==> config.mk <==
export PLATFORM = sky130hd
export DESIGN_NAME = sap_word_port
export DESIGN_NICKNAME = d
export VERILOG_FILES = /design/src/rtl/sap_pkg.sv /design/src/rtl/sap_fmt.sv /design/src/rtl/sap_lane.sv /design/src/rtl/sap_ctrl.sv /design/src/rtl/sap_word_port.sv
export SDC_FILE = /design/constraint.sdc
export NUM_CORES = 1
export LEC_CHECK = 0
export ABC_AREA = 1
export BUFFER_PORTS_ARGS = -buffer_cell sky130_fd_sc_hd__buf_2
export CAP_MARGIN = 20
export CORE_UTILIZATION = 23
export DETAILED_ROUTE_END_ITERATION = 12
export GPL_ROUTABILITY_DRIVEN = 1
export SETUP_SLACK_MARGIN = 0.5
export SLEW_MARGIN = 20
export SYNTH_ARGS = -nofsm -noshare
export SYNTH_HDL_FRONTEND = slang
export SYNTH_SLANG_ARGS = --single-unit
==> constraint.sdc <==
create_clock -name clk -period 5.6 [get_ports clk]
set_clock_uncertainty 0.1 [all_clocks]
set_input_delay 1.12 -clock clk [delete_from_list [all_inputs] [get_ports clk]]
set_output_delay 1.12 -clock clk [all_outputs]
set_load 0.05 [all_outputs]
==> src/rtl/sap_pkg.sv <==
package sap_pkg;

   localparam int unsigned ADDR_W = 2;
   localparam int unsigned MODE_W = 6;
   localparam int unsigned STAT_W = 6;

   typedef enum logic [ADDR_W-1:0] {
      A_FMT  = 2'd0,
      A_MODE = 2'd1,
      A_DATA = 2'd2,
      A_STAT = 2'd3
   } sap_addr_e;

   // packed: first field is the most significant bit
   typedef struct packed {
      logic rx_irq_en;
      logic tx_irq_en;
      logic bit_rev;
      logic net_mode;
      logic rx_en;
      logic tx_en;
   } sap_mode_t;

endpackage

==> src/rtl/sap_fmt.sv <==
// Combinational word shaper: length select, alignment, optional bit reversal.
module sap_fmt #(
   parameter int unsigned WORD_W      = 24,
   parameter int unsigned LEN_C0      = 8,
   parameter int unsigned LEN_C1      = 12,
   parameter int unsigned LEN_C2      = 16,
   parameter int unsigned LEN_C3      = 24,
   parameter bit          IS_TX       = 1'b0,
   parameter bit          HAS_REVERSE = 1'b1
) (
   input  logic [1:0]        len_code,
   input  logic              bit_rev,
   input  logic [WORD_W-1:0] din,
   output logic [WORD_W-1:0] dout
);

   localparam int unsigned SH_W = $clog2(WORD_W + 1);
   localparam logic [SH_W-1:0]   SH0 = SH_W'(WORD_W - LEN_C0);
   localparam logic [SH_W-1:0]   SH1 = SH_W'(WORD_W - LEN_C1);
   localparam logic [SH_W-1:0]   SH2 = SH_W'(WORD_W - LEN_C2);
   localparam logic [SH_W-1:0]   SH3 = SH_W'(WORD_W - LEN_C3);
   localparam logic [WORD_W-1:0] MK0 = WORD_W'((64'd1 << LEN_C0) - 64'd1);
   localparam logic [WORD_W-1:0] MK1 = WORD_W'((64'd1 << LEN_C1) - 64'd1);
   localparam logic [WORD_W-1:0] MK2 = WORD_W'((64'd1 << LEN_C2) - 64'd1);
   localparam logic [WORD_W-1:0] MK3 = WORD_W'((64'd1 << LEN_C3) - 64'd1);

   logic [SH_W-1:0]   sh;
   logic [WORD_W-1:0] mask;
   logic [WORD_W-1:0] plain;
   logic [WORD_W-1:0] turned;

   always_comb begin
      unique case (len_code)
         2'd0:    begin sh = SH0; mask = MK0; end
         2'd1:    begin sh = SH1; mask = MK1; end
         2'd2:    begin sh = SH2; mask = MK2; end
         default: begin sh = SH3; mask = MK3; end
      endcase
   end

   function automatic logic [WORD_W-1:0] flip(input logic [WORD_W-1:0] v);
      logic [WORD_W-1:0] r;
      for (int i = 0; i < WORD_W; i++) r[i] = v[WORD_W-1-i];
      return r;
   endfunction

   // A full-width mirror followed by one shift gives reversal inside the length.
   generate
      if (IS_TX) begin : g_tx
         logic [WORD_W-1:0] low;
         always_comb begin
            low    = (din >> sh) & mask;
            plain  = low;
            turned = flip(low) >> sh;
         end
      end else begin : g_rx
         logic [WORD_W-1:0] low;
         always_comb begin
            low    = din & mask;
            plain  = low << sh;
            turned = flip(low);
         end
      end
   endgenerate

   generate
      if (HAS_REVERSE) begin : g_rev
         assign dout = bit_rev ? turned : plain;
      end else begin : g_norev
         logic unused_rev;
         assign unused_rev = ^{bit_rev, turned};
         assign dout       = plain;
      end
   endgenerate

endmodule

==> src/rtl/sap_lane.sv <==
// One direction: word register, status flag, frame flag, wait flag, interrupt pulse.
module sap_lane #(
   parameter int unsigned WORD_W      = 24,
   parameter int unsigned LEN_C0      = 8,
   parameter int unsigned LEN_C1      = 12,
   parameter int unsigned LEN_C2      = 16,
   parameter int unsigned LEN_C3      = 24,
   parameter bit          IS_TX       = 1'b0,
   parameter bit          HAS_REVERSE = 1'b1,
   parameter bit          FLAG_RST    = 1'b0
) (
   input  logic              clk,
   input  logic              rst_n,
   input  logic              word_tick,
   input  logic              frame_evt,
   input  logic              frame_val,
   input  logic              net_mode,
   input  logic              lane_en,
   input  logic              arm,
   input  logic              irq_en,
   input  logic              bit_rev,
   input  logic [1:0]        len_code,
   input  logic [WORD_W-1:0] src,
   input  logic              flag_clr,
   output logic [WORD_W-1:0] data_q,
   output logic              flag_q,
   output logic              frame_q,
   output logic              wait_q,
   output logic              irq_q
);

   logic [WORD_W-1:0] shaped;
   logic              pass;
   logic              frame_start;

   sap_fmt #(
      .WORD_W(WORD_W), .LEN_C0(LEN_C0), .LEN_C1(LEN_C1),
      .LEN_C2(LEN_C2), .LEN_C3(LEN_C3),
      .IS_TX(IS_TX), .HAS_REVERSE(HAS_REVERSE)
   ) u_fmt (
      .len_code(len_code),
      .bit_rev (bit_rev),
      .din     (src),
      .dout    (shaped)
   );

   assign pass        = lane_en && !wait_q;
   assign frame_start = frame_evt && (frame_val || !net_mode);

   always_ff @(posedge clk) begin
      if (!rst_n) begin
         data_q  <= '0;
         flag_q  <= FLAG_RST;
         frame_q <= 1'b0;
         wait_q  <= 1'b1;
         irq_q   <= 1'b0;
      end else begin
         irq_q <= word_tick && pass && irq_en;
         if (word_tick) data_q <= pass ? shaped : '0;
         // a strobe outranks a clearing access
         if (word_tick)     flag_q <= 1'b1;
         else if (flag_clr) flag_q <= 1'b0;
         if (frame_evt) frame_q <= net_mode ? frame_val : 1'b1;
         // re-arming outranks a frame start
         if (arm)              wait_q <= 1'b1;
         else if (frame_start) wait_q <= 1'b0;
      end
   end

endmodule

==> src/rtl/sap_ctrl.sv <==
// Format and mode registers, divider and enable-rise detection.
module sap_ctrl
   import sap_pkg::*;
#(
   parameter int unsigned WORD_W = 24,
   parameter int unsigned DIV_W  = 5
) (
   input  logic              clk,
   input  logic              rst_n,
   input  logic              wr_fmt,
   input  logic              wr_mode,
   input  logic [WORD_W-1:0] wdata,
   output logic [DIV_W+1:0]  fmt_q,
   output sap_mode_t         mode_q,
   output logic [1:0]        len_code,
   output logic [DIV_W:0]    rate_div,
   output logic              tx_arm,
   output logic              rx_arm
);

   localparam int unsigned FMT_W = DIV_W + 2;

   sap_mode_t wmode;
   assign wmode = sap_mode_t'(wdata[MODE_W-1:0]);

   always_ff @(posedge clk) begin
      if (!rst_n) begin
         fmt_q  <= '0;
         mode_q <= '0;
      end else begin
         if (wr_fmt)  fmt_q  <= wdata[FMT_W-1:0];
         if (wr_mode) mode_q <= wmode;
      end
   end

   assign tx_arm   = wr_mode && wmode.tx_en && !mode_q.tx_en;
   assign rx_arm   = wr_mode && wmode.rx_en && !mode_q.rx_en;
   assign len_code = fmt_q[1:0];
   assign rate_div = {1'b0, fmt_q[FMT_W-1:2]} + (DIV_W+1)'(1);

endmodule

==> src/rtl/sap_word_port.sv <==
module sap_word_port
   import sap_pkg::*;
#(
   parameter int unsigned WORD_W      = 24,
   parameter int unsigned DIV_W       = 5,
   parameter int unsigned LEN_C0      = 8,
   parameter int unsigned LEN_C1      = 12,
   parameter int unsigned LEN_C2      = 16,
   parameter int unsigned LEN_C3      = 24,
   parameter bit          HAS_REVERSE = 1'b1
) (
   input  logic              clk,
   input  logic              rst_n,
   input  logic              reg_wr,
   input  logic              reg_rd,
   input  logic [1:0]        reg_addr,
   input  logic [WORD_W-1:0] reg_wdata,
   output logic [WORD_W-1:0] reg_rdata,
   input  logic              rx_tick,
   input  logic [WORD_W-1:0] rx_serial,
   input  logic              rx_fs_evt,
   input  logic              rx_fs_val,
   input  logic              tx_tick,
   input  logic              tx_fs_evt,
   input  logic              tx_fs_val,
   output logic [WORD_W-1:0] tx_word,
   output logic              rx_irq,
   output logic              tx_irq,
   output logic [DIV_W:0]    rate_div
);

   localparam int unsigned FMT_W = DIV_W + 2;

   generate
      if (WORD_W > 32 || WORD_W < FMT_W || WORD_W < MODE_W || WORD_W < STAT_W) begin : g_bad_w
         $error("sap_word_port: WORD_W does not fit the register fields");
      end
      if (LEN_C0 == 0 || LEN_C1 == 0 || LEN_C2 == 0 || LEN_C3 == 0 ||
          LEN_C0 > WORD_W || LEN_C1 > WORD_W || LEN_C2 > WORD_W || LEN_C3 > WORD_W) begin : g_bad_len
         $error("sap_word_port: word lengths must lie in 1..WORD_W");
      end
   endgenerate

   logic [FMT_W-1:0]  fmt_q;
   sap_mode_t         mode_q;
   logic [1:0]        len_code;
   logic              tx_arm, rx_arm;
   logic [WORD_W-1:0] tx_hold;
   logic [WORD_W-1:0] rx_data;
   logic              tx_empty, rx_full;
   logic              tx_frame, rx_frame;
   logic              tx_wait, rx_wait;
   logic              tx_en_q, rx_en_q;

   logic wr_fmt, wr_mode, wr_data, wr_stat, rd_data;
   assign wr_fmt  = reg_wr && (reg_addr == A_FMT);
   assign wr_mode = reg_wr && (reg_addr == A_MODE);
   assign wr_data = reg_wr && (reg_addr == A_DATA);
   assign wr_stat = reg_wr && (reg_addr == A_STAT);
   assign rd_data = reg_rd && (reg_addr == A_DATA);

   sap_ctrl #(.WORD_W(WORD_W), .DIV_W(DIV_W)) u_ctrl (
      .clk     (clk),
      .rst_n   (rst_n),
      .wr_fmt  (wr_fmt),
      .wr_mode (wr_mode),
      .wdata   (reg_wdata),
      .fmt_q   (fmt_q),
      .mode_q  (mode_q),
      .len_code(len_code),
      .rate_div(rate_div),
      .tx_arm  (tx_arm),
      .rx_arm  (rx_arm)
   );

   assign tx_en_q = mode_q.tx_en;
   assign rx_en_q = mode_q.rx_en;

   always_ff @(posedge clk) begin
      if (!rst_n)       tx_hold <= '0;
      else if (wr_data) tx_hold <= reg_wdata;
   end

   sap_lane #(
      .WORD_W(WORD_W), .LEN_C0(LEN_C0), .LEN_C1(LEN_C1),
      .LEN_C2(LEN_C2), .LEN_C3(LEN_C3),
      .IS_TX(1'b1), .HAS_REVERSE(HAS_REVERSE), .FLAG_RST(1'b1)
   ) u_tx (
      .clk      (clk),
      .rst_n    (rst_n),
      .word_tick(tx_tick),
      .frame_evt(tx_fs_evt),
      .frame_val(tx_fs_val),
      .net_mode (mode_q.net_mode),
      .lane_en  (mode_q.tx_en),
      .arm      (tx_arm),
      .irq_en   (mode_q.tx_irq_en),
      .bit_rev  (mode_q.bit_rev),
      .len_code (len_code),
      .src      (tx_hold),
      .flag_clr (wr_data || wr_stat),
      .data_q   (tx_word),
      .flag_q   (tx_empty),
      .frame_q  (tx_frame),
      .wait_q   (tx_wait),
      .irq_q    (tx_irq)
   );

   sap_lane #(
      .WORD_W(WORD_W), .LEN_C0(LEN_C0), .LEN_C1(LEN_C1),
      .LEN_C2(LEN_C2), .LEN_C3(LEN_C3),
      .IS_TX(1'b0), .HAS_REVERSE(HAS_REVERSE), .FLAG_RST(1'b0)
   ) u_rx (
      .clk      (clk),
      .rst_n    (rst_n),
      .word_tick(rx_tick),
      .frame_evt(rx_fs_evt),
      .frame_val(rx_fs_val),
      .net_mode (mode_q.net_mode),
      .lane_en  (mode_q.rx_en),
      .arm      (rx_arm),
      .irq_en   (mode_q.rx_irq_en),
      .bit_rev  (mode_q.bit_rev),
      .len_code (len_code),
      .src      (rx_serial),
      .flag_clr (rd_data),
      .data_q   (rx_data),
      .flag_q   (rx_full),
      .frame_q  (rx_frame),
      .wait_q   (rx_wait),
      .irq_q    (rx_irq)
   );

   always_comb begin
      reg_rdata = '0;
      unique case (reg_addr)
         A_FMT:   reg_rdata[FMT_W-1:0]  = fmt_q;
         A_MODE:  reg_rdata[MODE_W-1:0] = mode_q;
         A_DATA:  reg_rdata             = rx_data;
         default: reg_rdata[STAT_W-1:0] = {rx_wait, tx_wait, rx_frame, tx_frame, rx_full, tx_empty};
      endcase
   end

endmodule

; Yosys cells after proc, flatten, opt, wreduce, memory -nomap -nowiden
; Cells that the tools add are included.
[word_totals]
register_bits = 93
inputBits = 60
elab_cells = 74
[classes]
add_sub_neg = 1
eq_ne = 5
n_shift = 3
muxes = 13
n_bitwise = 3
reduce_logical = 31
[ops]
columns = cell, count
row1 = $mux 24, 4
row2 = $pmux 24 s3, 1
row3 = $and 24x24->24, 2
row4 = $shr 24x5->24, 2
row5 = $shl 24x5->24, 1
row6 = $pmux 6 s3, 1
row7 = $logic_and 1x1->1, 17
row8 = $mux 17, 1
row9 = $pmux 5 s3, 1
row10 = $add 5x1->6 const B, 1
row11 = $eq 2x2->1 const B, 3
row12 = $reduce_or 2->1, 3
row13 = $logic_not 1->1, 5
row14 = $eq 2x1->1 const B, 2
row15 = $logic_not 2->1, 2
row16 = $mux 1, 4
row17 = $logic_or 1x1->1, 3
row18 = $pmux 1 s2, 1
row19 = $reduce_bool 2->1, 1
row20 = $not 1->1, 1

; Logic depth before layout (Yosys ltp)
; Gate-level depths: netlist of the first run.
[depth]
depth_word = 7
depth_mapped = 15
mapped_depth_nobuf = 15

; By module
; A second synthesis of the first run with hierarchy kept.
[hier_totals]
cells_unflattened = 1118
hier_area_um2 = 6865.3
[by_module_without_submodules]
columns = module, instances, cells_each, area_per_inst_um2
row1 = sap_fmt (u_tx.u_fmt), 1, 341, 1725.4
row2 = sap_word_port, 1, 234, 1345.0
row3 = sap_lane (u_rx), 1, 128, 1124.8
row4 = sap_lane (u_tx), 1, 124, 1062.3
row5 = sap_fmt (u_rx.u_fmt), 1, 214, 1048.5
row6 = sap_ctrl, 1, 77, 559.3

; Worst setup path before layout of the first run
; Ideal clock, no wire load.
[synth_path]
kind = input -> output
start = input reg_addr[1]
end = output reg_rdata[6]
arrival_time_ns = 2.570
required_time_ns = 4.380
slack_ns = 1.810
cell_stages = 3
cell_sequence = nor2_1 > inv_1 > o21ai_0
[synth_via]
elab_chain_len = 2
[synth_lines]
columns = element, line
row1 = from (decl), sap_word_port.sv:16  ; input logic [1:0] reg_addr,
row2 = $eq 2x2->1 or $logic_not 2->1 (tied branches), sap_word_port.sv:136  ; unique case (reg_addr)
row3 = $pmux 1 s2 *, sap_word_port.sv:136
row4 = to (decl), sap_word_port.sv:18  ; output logic [WORD_W-1:0] reg_rdata,
; Mark *: on every way between the ends. The rest lies on a longest branch, timed or not.

; Worst setup path after layout of the first run
[layout_path]
start = input reg_addr[1]
end = output reg_rdata[20]
[layout_via]
elab_chain_len = 2
[layout_lines]
columns = element, line
row1 = $eq 2x2->1, sap_word_port.sv:136
row2 = $mux 17, sap_word_port.sv:136
; No other way between the ends.

==> qor.yml, run 1 <==
io_buffers: 115
required_ns: 4.38
p_per_area_nw_per_um2: 249
firstDrtPassIters: 5
insertion_delay_ns: 0.36
post-cts-setup-buffer-count: 0
final.period_utilization_pct: 67.3
worst_pin_slew_ns: 1.06
antenna_found_initial: 0
core.rowCount: 58
ant_nets: 0
hold_slack_ns: 0.348
die_x_microns: 163
hp-class: "reg -> reg"
clk_pin_slew_ns: 0.07
n_fill_cell: 2827
crit_path_max_fanout: 17
rsz0062_at_grt: "false"
fin_tns_setup_ns: 0
route.vias.total: 6805
synth_warnings: 0
grt_pass1_vias: 6032
finalWeightedCongestion: 0.900
synth_mux_area_share_pct: 0
drv_slew: 0
grt_util_all_layers_pct: 15.8
setup-violations-final: 0
synth_ff_type: "dfxtp_1"
period_minus_slack_ns: 3.77
ys_seq_area_share_pct: 31.2
syn_nets: 1064
diodes: 0
cts_resized: 0
clock-sinks: 93
ctsLongestPathBuffers: 2
cts_tree: "yes"
outcome: "completed"
dp_hpwl_mm: 15.4
grt_start_max_net_pins: 63
critPathCaptureType: "primary output"
synthArstFlopShare_pct: 0
layout-drive-gt1-share_pct: 14.4
area_delta_synth_final_pct: 18.0
critPathArrivalTime_ns: 2.55
grt_pass1_wl_mm: 32.9
wl_per_cell_microns: 15.1
synth_seq_cells: 93
setup_slack_ns: 1.83
viasPerCell: 4.85
syn_area_sq_um: 5970
die_h_microns: 163
synthCells: 998
crit_path_start_kind: "input pin"
avgSynthCellArea_sq_um: 5.98
dieArea_sq_um: 26600
final_hold_viol_count: 0
num_io_pins: 116
maxSlewHeadroom_pct: 29.1
synth_xor_area_share_pct: 0.440
synth_top_family_by_area: "simple AND/OR/NAND/NOR gates"
vdd.ir_drop.worst_mv: 0.144
place_ws_ns: 1.78
synth_fa_ha_area_share_pct: 1.26
max_clock_freq_mhz: 265
drc: 0
coreArea_sq_um: 25300
worstSetupPathType: "in -> out"
drtIter0Drc: 800
drt_wl_total_mm: 21.1
fin_util_pct: 27.8
p_leak_uw: 0.00315
cts_made_buffers: 9
synth-compound-area-share_pct: 18.8
htreeDepth: 3
cap_viol_max_count: 0
cts_hold_buf: 0
final_nets: 1133
synthDistinctLibCells: 29
synth-edff-count: 0
synth-simple-area-share_pct: 37.8
root_buffer: "clkbuf_16"
grt-ovfl-total: 0
start_util_pct: 23.6
-- Yosys cell counts (4+ instances only) --
cell type	count	area, sq um
o2111ai_1	6	52.6
buf_1	4	15.0
inv_2	7	26.3
buf_4	8	60.1
o21ai_0	89	445
nand4_1	18	113
a21oi_1	75	375
nand2_1	322	1210
o31ai_1	7	52.6
buf_2	24	120
nor2_1	90	338
inv_1	68	255
nor3_1	4	20.0
clkbuf_1	27	101
nand3_1	103	515
o21ai_1	13	65.1
ha_1	6	75.1
o211ai_1	13	97.6
dfxtp_1	93	1860
-- state kept, by name, summed over array words and instances, names as in the netlist --
name and cells:
tx_hold 24, u_ctrl.fmt_q 7, u_ctrl.mode_q 6, u_rx.data_q 24, u_rx.flag_q 1, u_rx.frame_q 1, u_rx.irq_q 1, u_rx.wait_q 1
u_tx.data_q 24, u_tx.flag_q 1, u_tx.frame_q 1, u_tx.irq_q 1, u_tx.wait_q 1
-- routing by layer --
layer	track usage, %	routed length (microns)
met1	22.1	9980
met2	24.9	9480
met3	2.79	1340
met4	4.12	334
met5	0	0
-- kinds of logic (layout without fill, tap and decap cells) --
family                     after synthesis  count (layout)
xor gates and xnor gates                 3               3
buffers and inverters                  144             218
and+or+nand+nor                        545             545
DFF                                     93              93
adders and majority gates                6               6
AOI/OAI and AO/OA                      207             207
-- worst max-delay path, cell delays in order --
cell and delay, ns:
buf_2 0.11, inv_1 0.06, nor2_2 0.28, clkinv_1 0.47
nor2_1 0.21, buf_2 0.29
-- path summary, 6_finish.rpt --
| path | slack, ns | cells after the start | start | endpoint |
|---|---|---|---|---|
| hold reg to reg | 0.35 | 2 | u_tx.data_q[17]$_SDFFE_PN0P_ | u_tx.data_q[17]$_SDFFE_PN0P_ |
| setup / recovery | 1.83 | 6 | reg_addr[1] | reg_rdata[20] |
| setup reg to reg | 2.34 | 13 | u_ctrl.fmt_q[0]$_SDFFE_PN0P_ | u_tx.data_q[10]$_SDFFE_PN0P_ |
| hold / removal | 0.35 | 2 | u_tx.data_q[17]$_SDFFE_PN0P_ | u_tx.data_q[17]$_SDFFE_PN0P_ |
-- layout by cell type, fill, tap and decap left out, drive strengths merged, types with 5 or more instances in the layout --
cell type	Yosys	routed
nand2	322	322
buf	39	124
nand3	103	103
o21ai	103	103
dfxtp	93	93
nor2	92	92
inv	75	76
a21oi	75	75
nand4	18	18
o211ai	13	13
clkbuf	27	9
o31ai	7	7
nor3	7	7
o2111ai	6	6
ha	6	6
clkinv	3	5
-- layout make-up --
cell class              count  area [sq um]  share of cell area [%]
flip-flops and latches     93          1860                    26.4
clock buffers               9           225                    3.20
multi-input cells         761          3480                    49.4
inverters                  78           293                    4.16
repair buffers            124           643                    9.14
clock inverters             7           123                    1.74
well taps                 330           413                    5.87
-- through the flow --
step | instances | power [uW] | area, sq um
after global placement | 1386 | 1030 | 6690
final | 1402 | 1750 | 7040
after CTS | 1402 | 1760 | 7040
after detailed placement | 1386 | 1040 | 6690
after floorplan | 998 | 948 | 5970
after global routing | 1402 | 1830 | 7040
-- report_power, final --
group,switching [uW],internal (uW)
clock,288,440
sequential,14.1,678
combinational,240,94.0
total,542,1210
(Power assumes the default switching activity.)
==> run 2, diff against run 1 <==
==> constraint.sdc (replaced) <==
create_clock -name clk -period 3.65 [get_ports clk]
set_clock_uncertainty 0.1 [all_clocks]
set_input_delay 0.73 -clock clk [delete_from_list [all_inputs] [get_ports clk]]
set_output_delay 0.73 -clock clk [all_outputs]
set_load 0.05 [all_outputs]
==> run 2 against run 1 <==
First-iteration DRC count shrank 12%. Global-route usage increased by 0.13 points. Total power grew 48%. Flip-flop and latch count is the same. Final cell count is 0.43% higher. Critical path type unchanged.
==> qor.yml, run 2 (same netlist as run 1, synthesis figures left out) <==
final_hold_viol_count: 0
max_clock_freq_mhz: 361
gr-usage-met1_pct: 22.7
holdPathEnd: "u_tx.data_q[9]$_SDFFE_PN0P_"
route.vias.total: 6871
drc: 0
cts_made_buffers: 9
insertion_delay_ns: 0.36
post-cts-setup-buffer-count: 0
layout_commonest_cell: "nand2_1"
use_met3_pct: 2.13
setup-violations-final: 0
power_uw: 2600
hp-class: "reg -> reg"
drv_slew: 0
start_util_pct: 23.6
rsz0062_at_grt: "false"
whs_path_depth: 2
ant_nets: 0
maxSlewHeadroom_pct: 48.3
drt_wl_total_mm: 21.1
reg_top3: "tx_hold (24), u_rx.data_q (24), u_tx.data_q (24)"
final.period_utilization_pct: 75.9
required_ns: 2.82
clock-sinks: 93
ff2ff_setup_slack_ns: 1.04
grt-ovfl-total: 0
worst_pin_slew_ns: 0.774
final_cell_mix: "nand2_1, buf_2, nand3_1"
htreeDepth: 3
grt_util_all_layers_pct: 16.0
wl_per_cell_microns: 15.0
num_io_pins: 116
cts_hold_buf: 0
coreArea_sq_um: 25300
grt_busiest_layer: "met2"
cap_viol_max_count: 0
r2r_cells: 12
vdd.ir_drop.worst_mv: 0.163
area_delta_synth_final_pct: 18.1
drtIter0Drc: 702
die_h_microns: 163
rr_endpoint: "u_tx.data_q[3]$_SDFFE_PN0P_"
io_buffers: 115
finalWeightedCongestion: 0.914
r2r-start: "u_ctrl.fmt_q[0]$_SDFFE_PN0P_"
fin_util_pct: 27.8
grt_pass1_vias: 6112
worstSetupPathType: "in -> out"
ctsLongestPathBuffers: 2
period_minus_slack_ns: 2.77
p_per_area_nw_per_um2: 369
firstDrtPassIters: 6
layout-drive-gt1-share_pct: 14.7
crit_path_max_fanout: 17
min_from: "u_tx.data_q[9]$_SDFFE_PN0P_"
grt_start_max_net_pins: 58
p_leak_uw: 0.00315
clk_pin_slew_ns: 0.06
outcome: "completed"
die_x_microns: 163
critPathArrivalTime_ns: 1.94
viasPerCell: 4.88
dp_hpwl_mm: 15.7
critPathCaptureType: "primary output"
core.rowCount: 58
cts_tree: "yes"
final_nets: 1138
grt_pass1_wl_mm: 33.2
dieArea_sq_um: 26600
grtUsageMet2_pct: 24.6
cts_resized: 0
root_buffer: "clkbuf_16"
antenna_found_initial: 1
fin_tns_setup_ns: 0
crit_path_start_kind: "input pin"
[run 2: cell types whose count changed in the layout (fill, tap and decap cells not counted), sizes merged]
cell and change:
buf +5, clkinvlp +2, bufinv -1, clkbuf +1, diode +1, clkinv -1
inv -1
[run 2: cell type report]
class	count	area, sq um
inverter	78	293
sequential	93	1860
multi-input combinational	761	3480
clock inverter	6	87.6
antenna	1	2.50
fill	2890	18300
tap	330	413
clock buffer	10	229
timing repair buffer	129	681
[run 2: critical path, stage by stage]
cell,delay [ns]
buf_2,0.11
inv_1,0.06
nor2_2,0.12
clkinv_1,0.40
nor2_1,0.22
buf_2,0.29
[run 2: worst max-delay path by stage]
stage,start,endpoint,slack [ns],depth (start not counted)
final,reg_addr[1],reg_rdata[19],0.88,6
after floorplan,reg_addr[1],reg_rdata[6],0.64,3
after global placement,reg_addr[1],reg_rdata[17],0.90,6
after global routing,reg_addr[1],reg_rdata[7],0.68,6
after CTS,reg_addr[1],reg_rdata[7],0.83,6
after detailed placement,reg_addr[1],reg_rdata[7],0.83,6
[run 2: per-layer routing]
layer	routed length (microns)	vias up
li1	-	3419
met1	10100	3167
met2	9300	259
met3	1280	26
met4	382	0
met5	0	-
[run 2: power breakdown]
part           leakage, uW  total, uW  internal (uW)  switching, uW
sequential        0.000755       1060           1040           21.1
combinational      0.00225        517            149            368
clock             0.000145       1020            599            419
[run 2: through the flow]
stage	cells	cell area (sq um)	hold slack (ns)	setup WS (ns)
4_1_cts	1407	7050	0.351	0.832
5_1_grt	1408	7050	0.362	0.676
3_3_place_gp	1391	6730	0.335	0.897
6_report	1408	7050	0.346	0.878
3_5_place_dp	1391	6730	0.335	0.832
2_1_floorplan	998	5970	0.319	0.640
